### src/rtl/ycc422_pkg.sv
package ycc422_pkg;
  localparam logic [7:0] TRS_LEAD   = 8'hFF;
  localparam logic [7:0] TRS_ZERO   = 8'h00;
  localparam logic [7:0] XY_V_ENTER = 8'hB6;
  localparam logic [7:0] XY_V_LEAVE = 8'hAB;
  localparam logic [7:0] XY_H_ENTER = 8'h9D;
  localparam logic [7:0] XY_H_LEAVE = 8'h80;
  localparam logic [7:0] FILL_EVEN  = 8'h80;
  localparam logic [7:0] FILL_ODD   = 8'h10;

  // word of a four-slot timing marker: lead, zero, zero, position code
  function automatic logic [7:0] trs_word(input logic [1:0] slot, input logic [7:0] xy);
    logic [7:0] w;
    case (slot)
      2'd0:    w = TRS_LEAD;
      2'd3:    w = xy;
      default: w = TRS_ZERO;
    endcase
    return w;
  endfunction
endpackage

### src/rtl/ycc422_blank_tracker.sv
module ycc422_blank_tracker #(
  parameter int HBL = 16
) (
  input  logic                      clk,
  input  logic                      rst_n,
  input  logic                      hblank_i,
  input  logic                      vblank_i,
  output logic                      en_o,
  output logic [$clog2(HBL):0]      pos_o,
  output logic                      vrise_o,
  output logic                      vfall_o
);
  localparam int CW = $clog2(HBL) + 1;

  logic          hb_q, vb_q, armed_q, vr_q, vf_q;
  logic [CW-1:0] cnt_q, cnt_d;
  logic          hb_rise, vb_fall, blank, cnt_en;

  always_comb begin
    hb_rise = hblank_i & ~hb_q;
    vb_fall = vb_q & ~vblank_i;
    blank   = hblank_i | vblank_i;
    pos_o   = hb_rise ? '0 : cnt_q;
    cnt_d   = blank ? pos_o + 1'b1 : '0;
    cnt_en  = blank | (cnt_q != '0);
    vrise_o = hb_rise ? (vblank_i & ~vb_q) : vr_q;
    vfall_o = hb_rise ? vb_fall : vf_q;
    en_o    = armed_q | vb_fall;
  end

  always_ff @(posedge clk or negedge rst_n) begin
    if (!rst_n) begin
      hb_q    <= 1'b0;
      vb_q    <= 1'b0;
      armed_q <= 1'b0;
      vr_q    <= 1'b0;
      vf_q    <= 1'b0;
      cnt_q   <= '0;
    end else begin
      hb_q <= hblank_i;
      vb_q <= vblank_i;
      if (vb_fall) armed_q <= 1'b1;
      if (hb_rise) begin
        vr_q <= vrise_o;
        vf_q <= vfall_o;
      end
      if (cnt_en) cnt_q <= cnt_d;
    end
  end
endmodule

### src/rtl/ycc422_chroma_phase.sv
module ycc422_chroma_phase (
  input  logic clk,
  input  logic rst_n,
  input  logic active_i,
  output logic sel_cr_o
);
  logic ph_q, ph_d, ph_en;

  always_comb begin
    ph_d     = active_i ? ~ph_q : 1'b0;
    ph_en    = active_i | ph_q;
    sel_cr_o = ph_q;
  end

  always_ff @(posedge clk or negedge rst_n) begin
    if (!rst_n)     ph_q <= 1'b0;
    else if (ph_en) ph_q <= ph_d;
  end
endmodule

### src/rtl/ycc422_packer.sv
module ycc422_packer
  import ycc422_pkg::*;
#(
  parameter int HBL = 16
) (
  input  logic       clk,
  input  logic       rst_n,
  input  logic [7:0] y_i,
  input  logic [7:0] cb_i,
  input  logic [7:0] cr_i,
  input  logic       hblank_i,
  input  logic       vblank_i,
  output logic [7:0] yo_o,
  output logic [7:0] co_o
);
  localparam int CW = $clog2(HBL) + 1;
  localparam logic [CW-1:0] SAV_FIRST = CW'(HBL - 4);
  localparam logic [CW-1:0] SAV_END   = CW'(HBL);

  logic [1:0]    rs_q;
  logic          rst_core_n;
  logic          en, vrise, vfall, sel_cr, active;
  logic [CW-1:0] pos, sav_off;
  logic          in_eav, in_sav;
  logic [7:0]    xy_eav, xy_sav, fill, yo_d, co_d, yo_q, co_q;

  // asynchronous assert, synchronous release
  always_ff @(posedge clk or negedge rst_n) begin
    if (!rst_n) rs_q <= 2'b00;
    else        rs_q <= {rs_q[0], 1'b1};
  end
  assign rst_core_n = rs_q[1];

  ycc422_blank_tracker #(.HBL(HBL)) u_track (
    .clk(clk), .rst_n(rst_core_n), .hblank_i(hblank_i), .vblank_i(vblank_i),
    .en_o(en), .pos_o(pos), .vrise_o(vrise), .vfall_o(vfall)
  );

  ycc422_chroma_phase u_phase (
    .clk(clk), .rst_n(rst_core_n), .active_i(active), .sel_cr_o(sel_cr)
  );

  always_comb begin
    active  = ~hblank_i & ~vblank_i;
    sav_off = pos - SAV_FIRST;
    in_eav  = hblank_i && (pos < CW'(4));
    in_sav  = hblank_i && (pos >= SAV_FIRST) && (pos < SAV_END);
    xy_eav  = vrise ? XY_V_ENTER : XY_H_ENTER;
    xy_sav  = vfall ? XY_V_LEAVE : XY_H_LEAVE;
    fill    = pos[0] ? FILL_ODD : FILL_EVEN;
    if (!en) begin
      yo_d = 8'h00;
      co_d = 8'h00;
    end else if (active) begin
      yo_d = y_i;
      co_d = sel_cr ? cr_i : cb_i;
    end else if (in_eav) begin
      yo_d = trs_word(pos[1:0], xy_eav);
      co_d = yo_d;
    end else if (in_sav) begin
      yo_d = trs_word(sav_off[1:0], xy_sav);
      co_d = yo_d;
    end else begin
      yo_d = fill;
      co_d = fill;
    end
  end

  always_ff @(posedge clk or negedge rst_core_n) begin
    if (!rst_core_n) begin
      yo_q <= 8'h00;
      co_q <= 8'h00;
    end else begin
      yo_q <= yo_d;
      co_q <= co_d;
    end
  end

  assign yo_o = yo_q;
  assign co_o = co_q;
endmodule

### config.mk
export PLATFORM = sky130hd
export DESIGN_NAME = ycc422_packer
export DESIGN_NICKNAME = d
export VERILOG_FILES = /design/src/rtl/ycc422_pkg.sv /design/src/rtl/ycc422_blank_tracker.sv /design/src/rtl/ycc422_chroma_phase.sv /design/src/rtl/ycc422_packer.sv
export SDC_FILE = /design/constraint.sdc
export NUM_CORES = 1
export LEC_CHECK = 0
export BUFFER_PORTS_ARGS = -buffer_cell sky130_fd_sc_hd__clkbuf_2
export CAP_MARGIN = 0
export CORE_AREA = 5 5 66 68
export CTS_CLUSTER_DIAMETER = 30
export CTS_CLUSTER_SIZE = 24
export DETAILED_ROUTE_END_ITERATION = 16
export DIE_AREA = 0 0 71 73
export SLEW_MARGIN = 5
export SYNTH_ARGS = -nofsm -noshare
export SYNTH_HDL_FRONTEND = slang
export SYNTH_SLANG_ARGS = --single-unit
### constraint.sdc
create_clock -name clk -period 1.2 [get_ports clk]
set_input_delay 0.12 -clock clk [delete_from_list [all_inputs] [get_ports clk]]
set_output_delay 0.12 -clock clk [all_outputs]
set_load 0.01 [all_outputs]
==> flow_summary.ini <==
[clock_tree]
clk_root_buffer_cell = clkbuf_8
cts.clk_slew.worst_paths_ns = 0.07
cts_tree = built
cts_max_path_buffers = 2
numCtsBuffers = 5
clk_latency_ns = 0.28
clkSinkCount = 29
htreeDepth = 2

[drt]
vias = 1236
drtPass1Iterations = 4
antenna_left = 0
via_per_inst = 4.87
drtIter0Drc = 56
wl_mm = 3.63
route.detailed.drc = 0
wl_per_cell_um = 14.3

[critical_path]
worstSetupPathType = flip-flop to flip-flop
max_stage_delay_ns = 0.54
startpoint = u_track.cnt_q[2]
cp_top_family = compound AO/OA/AOI/OAI gates
r2r_cells = 4
path_cells = or4b_4, o32a_1, a2111o_1, o21ai_1
r2r_end = co_o[0]
arrival_ns = 1.99
worstReg2RegStart = u_track.cnt_q[2]
crit_path_end = co_o[0]
cp_max_fo = 4
worst-path-buf-inv = 0
r2r_slack_ns = -0.59
worstPathRequired_ns = 1.40
cp_slowest_cell = or4b_4
start_kind = flip-flop
cp-end-kind = flip-flop
cp.depth = 4

[finish]
fillers = 365
multi_input_comb_area_sq_um = 743
final_common_cell = clkbuf_2
final-seq-area_sq_um = 726
drive_above_1_share = 0.480
antenna_cells = 0
final_nets = 234
final_cell_mix = clkbuf_2, dfrtp_1, nand2_1, buf_4
instances_no_fill = 254
stdcell_area_sq_um = 2040
area_growth_pct = 43.7

[timing]
rsz0062_at_grt = true
clock.fmax_mhz = 559
hold_viol = 0
max_slew_margin = 0.519
tightest_slew_ns = 0.715
fin_ws_ns = -0.590
fin_skew_ns = 0.00409
drv_slew = 0
fin_crit_sh = 1.49
setup_violations = 19
fin_crit_ns = 1.79

[synthesis]
synth_top_area_frac = 0.512
yosysTopAreaCell = dfrtp_1
yosys_warnings = 0
synth_area_leaders = dfrtp_1, nand2_1, mux2i_1
synth_fp_nets = 169
netlist_area_sq_um = 1420
syn_avg_cell_area_sq_um = 10.3
ys_async_sr_fraction = 1.00
synth_edf_count = 0
synth-seq-cells = 29
ys_types = 37
synthFlopType = dfrtp_1
syn_inst = 138
ys_seq_area_frac = 0.512

[power_and_ir_drop]
pwr_density_cell_nw_per_um2 = 1380
leakagePower_nw = 0.999
ir_drop_v = 0.000638

[die]
start_util = 0.373
ioPinCount = 44
placementRows = 23
die_height_um = 73
dieWidth_um = 71
core_sq_um = 3800
dieArea_sq_um = 5180

[placed_design]
placed_area_sq_um = 1840
place.gp.congestion = 0.789
hpwl_mm = 2.75
io_buffers = 43
placed_cells = 242

[grt]
grt_usage = 0.146
grt.overflow.total = 0
grt_pass1_wl_mm = 5.89
grt_max_degree = 28
antenna_found_initial = 0
grt_pass1_vias = 1276

[status]
violations = setup timing
outcome = complete, but fails checks

[flow_run]
maxCapViolCount = 0

[hold_path]
min_from = y_i[3]
hold_class = primary input to flip-flop
## how the worst min path moves through the flow
stage | depth (start not counted) | to
2_1_floorplan | 0 | rs_q[0]
5_1_grt | 3 | yo_o[4]
3_3_place_gp | 1 | rs_q[1]
3_5_place_dp | 1 | rs_q[1]
4_1_cts | 3 | yo_o[0]
6_report | 3 | yo_o[3]
## through the flow
step	setup slack (ns)	utilization	total power [mW]	hold WS, ns	TNS [ns]
floorplan	-0.679	-	1.64	-0.176	-8.47
global placement	-0.603	0.485	1.94	-0.0945	-7.01
detailed placement	-0.623	0.485	1.96	-0.0924	-7.45
CTS	-0.638	0.532	2.83	0.0294	-7.60
global route	-0.649	0.536	2.99	0.0360	-8.59
finish	-0.590	0.536	2.81	0.0411	-7.43
## layout make-up
type,count,share of cell area
multi-input cells,98,0.365
flip-flops and latches,29,0.356
repair buffers,66,0.199
clock buffers,5,0.0338
well taps,50,0.0307
clock inverters,3,0.00860
inverters,3,0.00676
## state kept, by name (all words and copies together) (netlist names)
name,flops
co_o,8
yo_o,8
u_track.cnt_q,5
rs_q,2
u_phase.sel_cr_o,1
u_track.armed_q,1
u_track.hb_q,1
u_track.vb_q,1
u_track.vf_q,1
u_track.vr_q,1
## worst reg2reg max path, cell delays in order, from the launching register on
cell and delay [ns]:
dfrtp_1 0.37, or4b_4 0.54, o32a_1 0.30, a2111o_1 0.41
o21ai_1 0.09
## report_power, final
group | internal [mW] | switching, mW | leakage, nW
combinational | 0.413 | 0.437 | 0.596
sequential | 1.12 | 0.0559 | 0.360
clock | 0.399 | 0.380 | 0.0439
total | 1.94 | 0.873 | 0.999
## Yosys cell counts, types with 2 or more instances
cell      number
a2111o_1       2
a211o_1        2
a211oi_1       2
a21oi_1        4
buf_2          2
clkbuf_1       4
dfrtp_1       29
ha_1           3
inv_1          3
mux2_2         2
mux2i_1        6
nand2_1       23
nand2b_1       2
nand3_1        5
nand3b_1       4
nor2_1         4
nor2b_1        5
nor3_1         3
o21a_1         2
o21ai_0       10
or2_2          2
xor2_1         4
## cell families after synthesis
| family | after synthesis | share of synthesized area |
|---|---|---|
| compound gates | 30 | 0.149 |
| xor+xnor | 4 | 0.0247 |
| fa+ha+maj | 3 | 0.0265 |
| buf+inv | 11 | 0.0388 |
| flops | 29 | 0.512 |
| mux | 8 | 0.0583 |
| other cells | 1 | 0.00265 |
| simple gates | 52 | 0.188 |
## repair_timing
action,in CTS,in global routing
hold buffers,1,0
hold endpoints to repair,2,0
endpoints found under the setup margin,19,19
cloned,0,0
pin swaps,10,9
buffers inserted,2,1
gates resized for setup,16,2
## metal layers
metal,vias up,part of all wire,global-route usage
li1,609,-,-
met1,594,0.42,0.173
met2,28,0.51,0.247
met3,5,0.054,0.0455
met4,0,0.013,0.0564
met5,-,0,0
Note: power is estimated with default switching activity, not from simulation.
